**config.mk**
```make
export PLATFORM = sky130hd
export DESIGN_NAME = tps_port_supervisor
export DESIGN_NICKNAME = d
export VERILOG_FILES = /design/src/rtl/tps_pkg.sv /design/src/rtl/tps_link_mon.sv /design/src/rtl/tps_jab_hb.sv /design/src/rtl/tps_mode_res.sv /design/src/rtl/tps_port_supervisor.sv
export SDC_FILE = /design/constraint.sdc
export NUM_CORES = 1
export LEC_CHECK = 0
export BUFFER_PORTS_ARGS = -buffer_cell sky130_fd_sc_hd__buf_2
export CORE_MARGIN = 4
export CORE_UTILIZATION = 30
export DETAILED_ROUTE_END_ITERATION = 7
export SLEW_MARGIN = 10
export SYNTH_ARGS = -nofsm -noshare
export SYNTH_HDL_FRONTEND = slang
export SYNTH_HIERARCHICAL = 1
export SYNTH_SLANG_ARGS = --single-unit
```
**constraint.sdc**
```tcl
create_clock -name clk -period 5.1 [get_ports clk]
set_input_delay 1.02 -clock clk [delete_from_list [all_inputs] [get_ports clk]]
set_output_delay 1.02 -clock clk [all_outputs]
set_load 0.02 [all_outputs]
```
**src/rtl/tps_pkg.sv**
```systemverilog
package tps_pkg;
  typedef enum logic [1:0] {
    TRI_LO  = 2'd0,
    TRI_HI  = 2'd1,
    TRI_FLT = 2'd2
  } tri_t;

  typedef struct packed {
    logic utp;
    logic full;
    logic loop;
    logic test;
  } mode_t;

  function automatic tri_t tri_decode(input logic [1:0] raw);
    case (raw)
      2'd0:    return TRI_LO;
      2'd1:    return TRI_HI;
      default: return TRI_FLT;
    endcase
  endfunction
endpackage

```
**src/rtl/tps_link_mon.sv**
```systemverilog
module tps_link_mon #(
  parameter int LOSS_TICKS = 1000000,
  parameter int PASS_PULSES = 2,
  parameter int POL_PULSES = 8
) (
  input  logic clk,
  input  logic rst,
  input  logic lte,
  input  logic lp_evt,
  input  logic lp_inv,
  input  logic rx_pkt,
  output logic link_eff,
  output logic pol_inv
);
  localparam int IW = $clog2(LOSS_TICKS + 1);
  localparam int PW = $clog2(PASS_PULSES + 1);
  localparam int RW = $clog2(POL_PULSES + 1);
  localparam logic [IW-1:0] IDLE_MAX  = IW'(LOSS_TICKS - 1);
  localparam logic [PW-1:0] PASS_LAST = PW'(PASS_PULSES - 1);
  localparam logic [RW-1:0] RUN_LAST  = RW'(POL_PULSES - 1);

  logic [IW-1:0] idle_cnt;
  logic [PW-1:0] pass_cnt;
  logic [RW-1:0] run_cnt;
  logic          link_q;
  logic          pol_q;
  logic          activity;

  assign activity = lp_evt | rx_pkt;

  // link supervision: idle interval and recovery count
  always_ff @(posedge clk) begin
    if (rst) begin
      idle_cnt <= '0;
      pass_cnt <= '0;
      link_q   <= 1'b0;
    end else begin
      if (activity) begin
        idle_cnt <= '0;
      end else if (idle_cnt != IDLE_MAX) begin
        idle_cnt <= idle_cnt + 1'b1;
      end
      if (!activity && idle_cnt == IDLE_MAX) begin
        link_q   <= 1'b0;
        pass_cnt <= '0;
      end else if (lp_evt && !link_q) begin
        if (pass_cnt == PASS_LAST) begin
          link_q   <= 1'b1;
          pass_cnt <= '0;
        end else begin
          pass_cnt <= pass_cnt + 1'b1;
        end
      end
    end
  end

  // polarity correction: run of reversed pulses
  always_ff @(posedge clk) begin
    if (rst) begin
      run_cnt <= '0;
      pol_q   <= 1'b0;
    end else if (lp_evt) begin
      if (!lp_inv) begin
        run_cnt <= '0;
      end else if (run_cnt == RUN_LAST) begin
        run_cnt <= '0;
        pol_q   <= ~pol_q;
      end else begin
        run_cnt <= run_cnt + 1'b1;
      end
    end
  end

  assign link_eff = lte ? link_q : 1'b1;
  assign pol_inv  = pol_q;

  p_link_rise_on_pulse_r3: assert property (@(posedge clk) disable iff (rst)
    $rose(link_q) |-> $past(lp_evt));
  p_link_fall_when_idle_r2: assert property (@(posedge clk) disable iff (rst)
    $fell(link_q) |-> $past(!lp_evt && !rx_pkt));
  p_pol_flip_on_inverted_r4: assert property (@(posedge clk) disable iff (rst)
    (pol_q != $past(pol_q)) |-> $past(lp_evt && lp_inv));
endmodule

```
**src/rtl/tps_jab_hb.sv**
```systemverilog
module tps_jab_hb #(
  parameter int JAB_TICKS = 450000,
  parameter int UNJAB_TICKS = 5000000,
  parameter int HB_DELAY = 10,
  parameter int HB_WIDTH = 10
) (
  input  logic clk,
  input  logic rst,
  input  logic hbe,
  input  logic tx_en,
  output logic jab,
  output logic hb_col
);
  localparam int JW = $clog2(JAB_TICKS + 1);
  localparam int UW = $clog2(UNJAB_TICKS + 1);
  localparam int HT = HB_DELAY + HB_WIDTH;
  localparam int HW = $clog2(HT + 1);
  localparam logic [JW-1:0] JAB_LAST   = JW'(JAB_TICKS - 1);
  localparam logic [UW-1:0] UNJAB_LAST = UW'(UNJAB_TICKS - 1);
  localparam logic [HW-1:0] HB_ON      = HW'(HB_DELAY);
  localparam logic [HW-1:0] HB_END     = HW'(HT);

  logic [JW-1:0] tx_cnt;
  logic [UW-1:0] unjab_cnt;
  logic [HW-1:0] hb_cnt;
  logic          jab_q;
  logic          tx_d;
  logic          hb_q;

  // jabber trip and release
  always_ff @(posedge clk) begin
    if (rst) begin
      tx_cnt    <= '0;
      unjab_cnt <= '0;
      jab_q     <= 1'b0;
    end else if (!jab_q) begin
      unjab_cnt <= '0;
      if (!tx_en) begin
        tx_cnt <= '0;
      end else if (tx_cnt == JAB_LAST) begin
        tx_cnt <= '0;
        jab_q  <= 1'b1;
      end else begin
        tx_cnt <= tx_cnt + 1'b1;
      end
    end else begin
      tx_cnt <= '0;
      if (tx_en) begin
        unjab_cnt <= '0;
      end else if (unjab_cnt == UNJAB_LAST) begin
        unjab_cnt <= '0;
        jab_q     <= 1'b0;
      end else begin
        unjab_cnt <= unjab_cnt + 1'b1;
      end
    end
  end

  // heartbeat window after the end of a transmission
  always_ff @(posedge clk) begin
    if (rst) begin
      tx_d   <= 1'b0;
      hb_cnt <= '0;
      hb_q   <= 1'b0;
    end else begin
      tx_d <= tx_en;
      if (tx_d && !tx_en && hbe && !jab_q) begin
        hb_cnt <= HW'(1);
      end else if (hb_cnt != '0) begin
        hb_cnt <= (hb_cnt == HB_END) ? '0 : hb_cnt + 1'b1;
      end
      hb_q <= (hb_cnt >= HB_ON) && (hb_cnt < HB_END);
    end
  end

  assign jab    = jab_q;
  assign hb_col = hb_q;

  p_jab_trip_needs_tx_r5: assert property (@(posedge clk) disable iff (rst)
    $rose(jab_q) |-> $past(tx_en));
  p_unjab_needs_idle_r6: assert property (@(posedge clk) disable iff (rst)
    $fell(jab_q) |-> $past(!tx_en));
  p_hb_only_enabled_r7: assert property (@(posedge clk) disable iff (rst)
    hb_q |-> hbe);
endmodule

```
**src/rtl/tps_mode_res.sv**
```systemverilog
module tps_mode_res
  import tps_pkg::*;
(
  input  logic       clk,
  input  logic       rst,
  input  logic [1:0] dup_raw,
  input  logic [1:0] med_raw,
  input  logic       link,
  output logic       media_utp,
  output logic       full_dup,
  output logic       loopback,
  output logic       test_mode,
  output logic       echo_en
);
  tri_t  dup_t;
  tri_t  med_t;
  mode_t nxt;
  mode_t cur;

  assign dup_t = tri_decode(dup_raw);
  assign med_t = tri_decode(med_raw);

  always_comb begin
    nxt = '0;
    case (dup_t)
      TRI_LO: begin
        case (med_t)
          TRI_LO:  nxt.utp = 1'b0;
          TRI_HI:  nxt.utp = 1'b1;
          default: nxt.utp = link;
        endcase
      end
      TRI_HI: begin
        case (med_t)
          TRI_LO:  nxt.loop = 1'b1;
          TRI_HI: begin
            nxt.utp  = 1'b1;
            nxt.full = 1'b1;
          end
          default: begin
            nxt.utp  = link;
            nxt.full = link;
          end
        endcase
      end
      default: nxt.test = 1'b1;
    endcase
  end

  always_ff @(posedge clk) begin
    if (rst) cur <= '0;
    else     cur <= nxt;
  end

  assign media_utp = cur.utp;
  assign full_dup  = cur.full;
  assign loopback  = cur.loop;
  assign test_mode = cur.test;
  assign echo_en   = ~cur.full;

  p_full_needs_utp_r8: assert property (@(posedge clk) disable iff (rst)
    full_dup |-> (media_utp && !loopback && !test_mode));
  p_auto_fail_half_r9: assert property (@(posedge clk) disable iff (rst)
    ($past(med_t == TRI_FLT) && !$past(link)) |-> (!full_dup && !media_utp));
endmodule

```
**src/rtl/tps_port_supervisor.sv**
```systemverilog
module tps_port_supervisor #(
  parameter int LINK_LOSS_TICKS = 1000000,
  parameter int LINK_PASS_PULSES = 2,
  parameter int POL_RUN_PULSES = 8,
  parameter int JAB_TRIP_TICKS = 450000,
  parameter int UNJAB_TICKS = 5000000,
  parameter int HB_DELAY_TICKS = 10,
  parameter int HB_WIDTH_TICKS = 10
) (
  input  logic       clk,
  input  logic       rst,
  input  logic       strap_link_test,
  input  logic       strap_heartbeat,
  input  logic [1:0] cfg_duplex,
  input  logic [1:0] cfg_media,
  input  logic       lp_evt,
  input  logic       lp_inv,
  input  logic       rx_pkt,
  input  logic       tx_en,
  input  logic       col_media,
  output logic       link_ok,
  output logic       link_oe,
  output logic       pol_inv,
  output logic       tx_block,
  output logic       col_out,
  output logic       media_utp,
  output logic       full_dup,
  output logic       loopback,
  output logic       test_mode,
  output logic       echo_en
);
  logic lte_q;
  logic hbe_q;
  logic link_eff;
  logic jab;
  logic hb_col;
  logic col_q;

  // straps are only looked at while reset is held
  always_ff @(posedge clk) begin
    if (rst) begin
      lte_q <= strap_link_test;
      hbe_q <= strap_heartbeat;
    end
  end

  tps_link_mon #(
    .LOSS_TICKS (LINK_LOSS_TICKS),
    .PASS_PULSES(LINK_PASS_PULSES),
    .POL_PULSES (POL_RUN_PULSES)
  ) i_link (
    .clk     (clk),
    .rst     (rst),
    .lte     (lte_q),
    .lp_evt  (lp_evt),
    .lp_inv  (lp_inv),
    .rx_pkt  (rx_pkt),
    .link_eff(link_eff),
    .pol_inv (pol_inv)
  );

  tps_jab_hb #(
    .JAB_TICKS  (JAB_TRIP_TICKS),
    .UNJAB_TICKS(UNJAB_TICKS),
    .HB_DELAY   (HB_DELAY_TICKS),
    .HB_WIDTH   (HB_WIDTH_TICKS)
  ) i_jab (
    .clk   (clk),
    .rst   (rst),
    .hbe   (hbe_q),
    .tx_en (tx_en),
    .jab   (jab),
    .hb_col(hb_col)
  );

  tps_mode_res i_mode (
    .clk      (clk),
    .rst      (rst),
    .dup_raw  (cfg_duplex),
    .med_raw  (cfg_media),
    .link     (link_eff),
    .media_utp(media_utp),
    .full_dup (full_dup),
    .loopback (loopback),
    .test_mode(test_mode),
    .echo_en  (echo_en)
  );

  // combined collision line: medium collisions masked in full duplex
  always_ff @(posedge clk) begin
    if (rst) col_q <= 1'b0;
    else     col_q <= (col_media & ~full_dup) | hb_col | jab;
  end

  assign col_out  = col_q;
  assign link_ok  = link_eff;
  assign link_oe  = lte_q;
  assign tx_block = jab;

  p_jab_drives_col_r5: assert property (@(posedge clk) disable iff (rst)
    (tx_block && $past(tx_block)) |-> col_out);
  p_fdx_masks_media_r10: assert property (@(posedge clk) disable iff (rst)
    ($past(full_dup) && !$past(hb_col) && !$past(jab)) |-> !col_out);
endmodule

```
==> results.toml <==
[grt]
grt_pass1_wl_um = 13830
antenna_found_initial = 0
grt_usage_pct = 11.46
first_global_vias = 2988
grt_overflow = 0
grt_max_degree = 24

[timing]
tightest_slew_ns = 0.6991
slew_violations = 0
worst_slack_ns = 3.065
tns_ns = 0
slew_headroom_pct = 52.74
clock-skew-final_ns = 0.005892
hold_violations = 0
fmaxAchievable_mhz = 491.4
post-route-period-util_pct = 39.90
setup_violations = 0
layout_min_cycle_time_ns = 2.035
rsz0062_at_grt = "false"

[worst_hold_path]
hold_class = "reg -> reg"

[finish]
regArea_um2 = 1722
nets = 487
syn2layout_area_growth_pct = 14.15
fillers = 1366
multiInputGateArea_um2 = 2081
drive_above_1_share_pct = 11.86
num_antenna_cells = 0

[drt]
vias_per_cell = 5.000
drtAntennaViolNets = 0
drt-initial-drc-count = 155
wire_per_inst_um = 12.51
vias = 3220
detail_route.first_pass.iterations = 4
routed_wl_um = 8055
drc = 0

[floorplanning]
die_x_um = 122.3
num_rows = 41
die-area_um2 = 14950
start_util_pct = 30.79
coreArea_um2 = 12720
io_pins = 23
die_h_um = 122.3

[cts]
clk_latency_ns = 0.33
cts_tree = "yes"
cts-htree-levels = 3
numCtsBuffers = 9
hold_buffers = 0
clock_sinks = 85
path_clk_slew_ns = 0.06
cts_buffer_depth = 2
post_cts_buffers = 0
root_buffer = "clkbuf_16"
cts-resized-gates = 0

[worst_setup_path]
criticalPathCategory = "reg -> out"
cp.required_ns = 4.08
start_kind = "flip-flop"
crit_arrival_ns = 1.01
r2r_slack_ns = 3.11
cp-end-kind = "output pin"
critPathMaxFanout = 4

[yosys]
syn_area_um2 = 3918
yosys_warnings = 6
syn_nets = 467
async_flop_share_pct = 0
syn_inst = 447
ys.flop_type = "dfxtp_1"
synth-seq-area-share_pct = 43.95
yosysUniqueCellTypes = 52
syn_avg_cell_area_um2 = 8.764
synth_edf_count = 2
ys_ff_latch = 85

[place]
io_buffers = 22
dpl_worst_slack_ns = 2.708
dp_hpwl_um = 5833
gp_congestion = 0.7845

[power]
p_per_area_nw_per_um2 = 304.2
p_leak_nw = 1.410
vdd_drop_max_mv = 0.1543

[flow_run]
drv_cap = 0

[outcome]
outcome = "finished, final reports clean"
[cell usage after synthesis, types with 6 or more instances]
master | count | area [um2]
xor2_1 | 8 | 70.07
a31oi_1 | 6 | 37.54
or3_1 | 11 | 68.82
inv_1 | 15 | 56.30
a21oi_1 | 25 | 125.1
nand4_1 | 8 | 50.05
xnor2_1 | 29 | 254.0
o31ai_1 | 11 | 82.58
or4_1 | 8 | 60.06
clkbuf_1 | 9 | 33.78
nor3_1 | 20 | 100.1
and3_1 | 7 | 43.79
nor2_1 | 58 | 217.7
nor4_1 | 9 | 56.30
ha_1 | 7 | 87.58
nand2_1 | 30 | 112.6
nand3_1 | 24 | 120.1
dfxtp_1 | 83 | 1662
nor4bb_1 | 6 | 60.06
o21ai_0 | 14 | 70.07
[state kept, by name (all words and copies together) (netlist names)]
| name | flops |
|---|---|
| i_jab/unjab_cnt | 23 |
| i_link/idle_cnt | 20 |
| i_jab/tx_cnt | 19 |
| i_jab/hb_cnt | 5 |
| i_link/run_cnt | 4 |
| i_link/pass_cnt | 2 |
| col_out | 1 |
| hbe_q | 1 |
| i_jab/hb_col | 1 |
| i_jab/jab | 1 |
| i_jab/tx_d | 1 |
| i_link/link_q | 1 |
| i_link/pol_inv | 1 |
| i_mode/full_dup | 1 |
| i_mode/loopback | 1 |
| i_mode/media_utp | 1 |
| i_mode/test_mode | 1 |
| link_oe | 1 |
[worst paths after layout]
path | from | to | depth (start not counted)
worst min-delay path | i_jab/tx_cnt[0] | i_jab/tx_cnt[0] | 1
worst min register to register | i_jab/tx_cnt[0] | i_jab/tx_cnt[0] | 1
worst max-delay path | i_link/link_q | link_ok | 2
worst max register to register | i_link/idle_cnt[0] | i_link/idle_cnt[16] | 5
[where the power goes]
part,switching [mW],total (mW),internal [mW]
sequential,0.0106,0.688,0.677
clock,0.253,0.609,0.356
combinational,0.0379,0.0635,0.0256
[cell families after synthesis]
group | count (synthesis) | share of synthesized area, %
XOR/XNOR | 37 | 8.272
flip-flops | 85 | 43.95
AO/OA/AOI/OAI | 72 | 11.47
adder cells (fa/ha/maj) | 7 | 2.236
AND/OR/NAND/NOR | 215 | 30.63
buffers and inverters | 29 | 2.938
multiplexers | 2 | 0.5110
[per-layer routing]
| metal | global-route usage [%] | wire, um | up-vias | part of all wire (%) |
|---|---|---|---|---|
| met5 | 0 | 0 | - | 0 |
| met4 | 4.339 | 61 | 0 | 0.76 |
| met2 | 17.90 | 3642 | 52 | 45 |
| met1 | 14.89 | 4049 | 1509 | 50 |
| li1 | - | - | 1655 | - |
| met3 | 3.502 | 301 | 4 | 3.7 |
[placed cells by master, fill, tap and decap left out, types with 7 or more instances in the layout]
| cell type | netlist | layout |
|---|---|---|
| or4_1 | 8 | 8 |
| xnor2_1 | 29 | 29 |
| clkbuf_16 | 0 | 9 |
| dfxtp_1 | 83 | 83 |
| o31ai_1 | 11 | 11 |
| ha_1 | 7 | 7 |
| buf_2 | 5 | 22 |
| nor4_1 | 9 | 9 |
| or3_1 | 11 | 11 |
| nor3_1 | 20 | 20 |
| inv_1 | 15 | 15 |
| a21oi_1 | 25 | 25 |
| nor2_1 | 58 | 58 |
| nand4_1 | 8 | 8 |
| nand2_1 | 30 | 30 |
| o21ai_0 | 14 | 14 |
| nand3_1 | 24 | 24 |
| and3_1 | 7 | 7 |
| xor2_1 | 8 | 8 |
[layout make-up]
class / count / share of cell area, %
flip-flops and latches: 85 / 38.50
multi-input cells: 333 / 46.53
well taps: 172 / 4.813
repair buffers: 23 / 2.630
inverters: 15 / 1.259
clock buffers: 13 / 5.820
clock inverters: 3 / 0.4477
[stage by stage]
stage / std cells / instance area (um2) / util [%] / hold slack, ns / total power, mW
2_1_floorplan: 447 / 3918 / - / 0.4257 / 0.7439
3_3_place_gp: 628 / 4192 / 32.95 / 0.4374 / 0.7621
3_5_place_dp: 628 / 4192 / 32.95 / 0.4583 / 0.7659
4_1_cts: 644 / 4472 / 35.15 / 0.4747 / 1.383
5_1_grt: 644 / 4472 / 35.15 / 0.5097 / 1.419
6_report: 644 / 4472 / 35.15 / 0.4722 / 1.360
[critical path: stages, from the launching register on]
cell	delay [ns]
dfxtp_1	0.38
nand2b_1	0.14
buf_2	0.17
(Power assumes the default switching activity.)
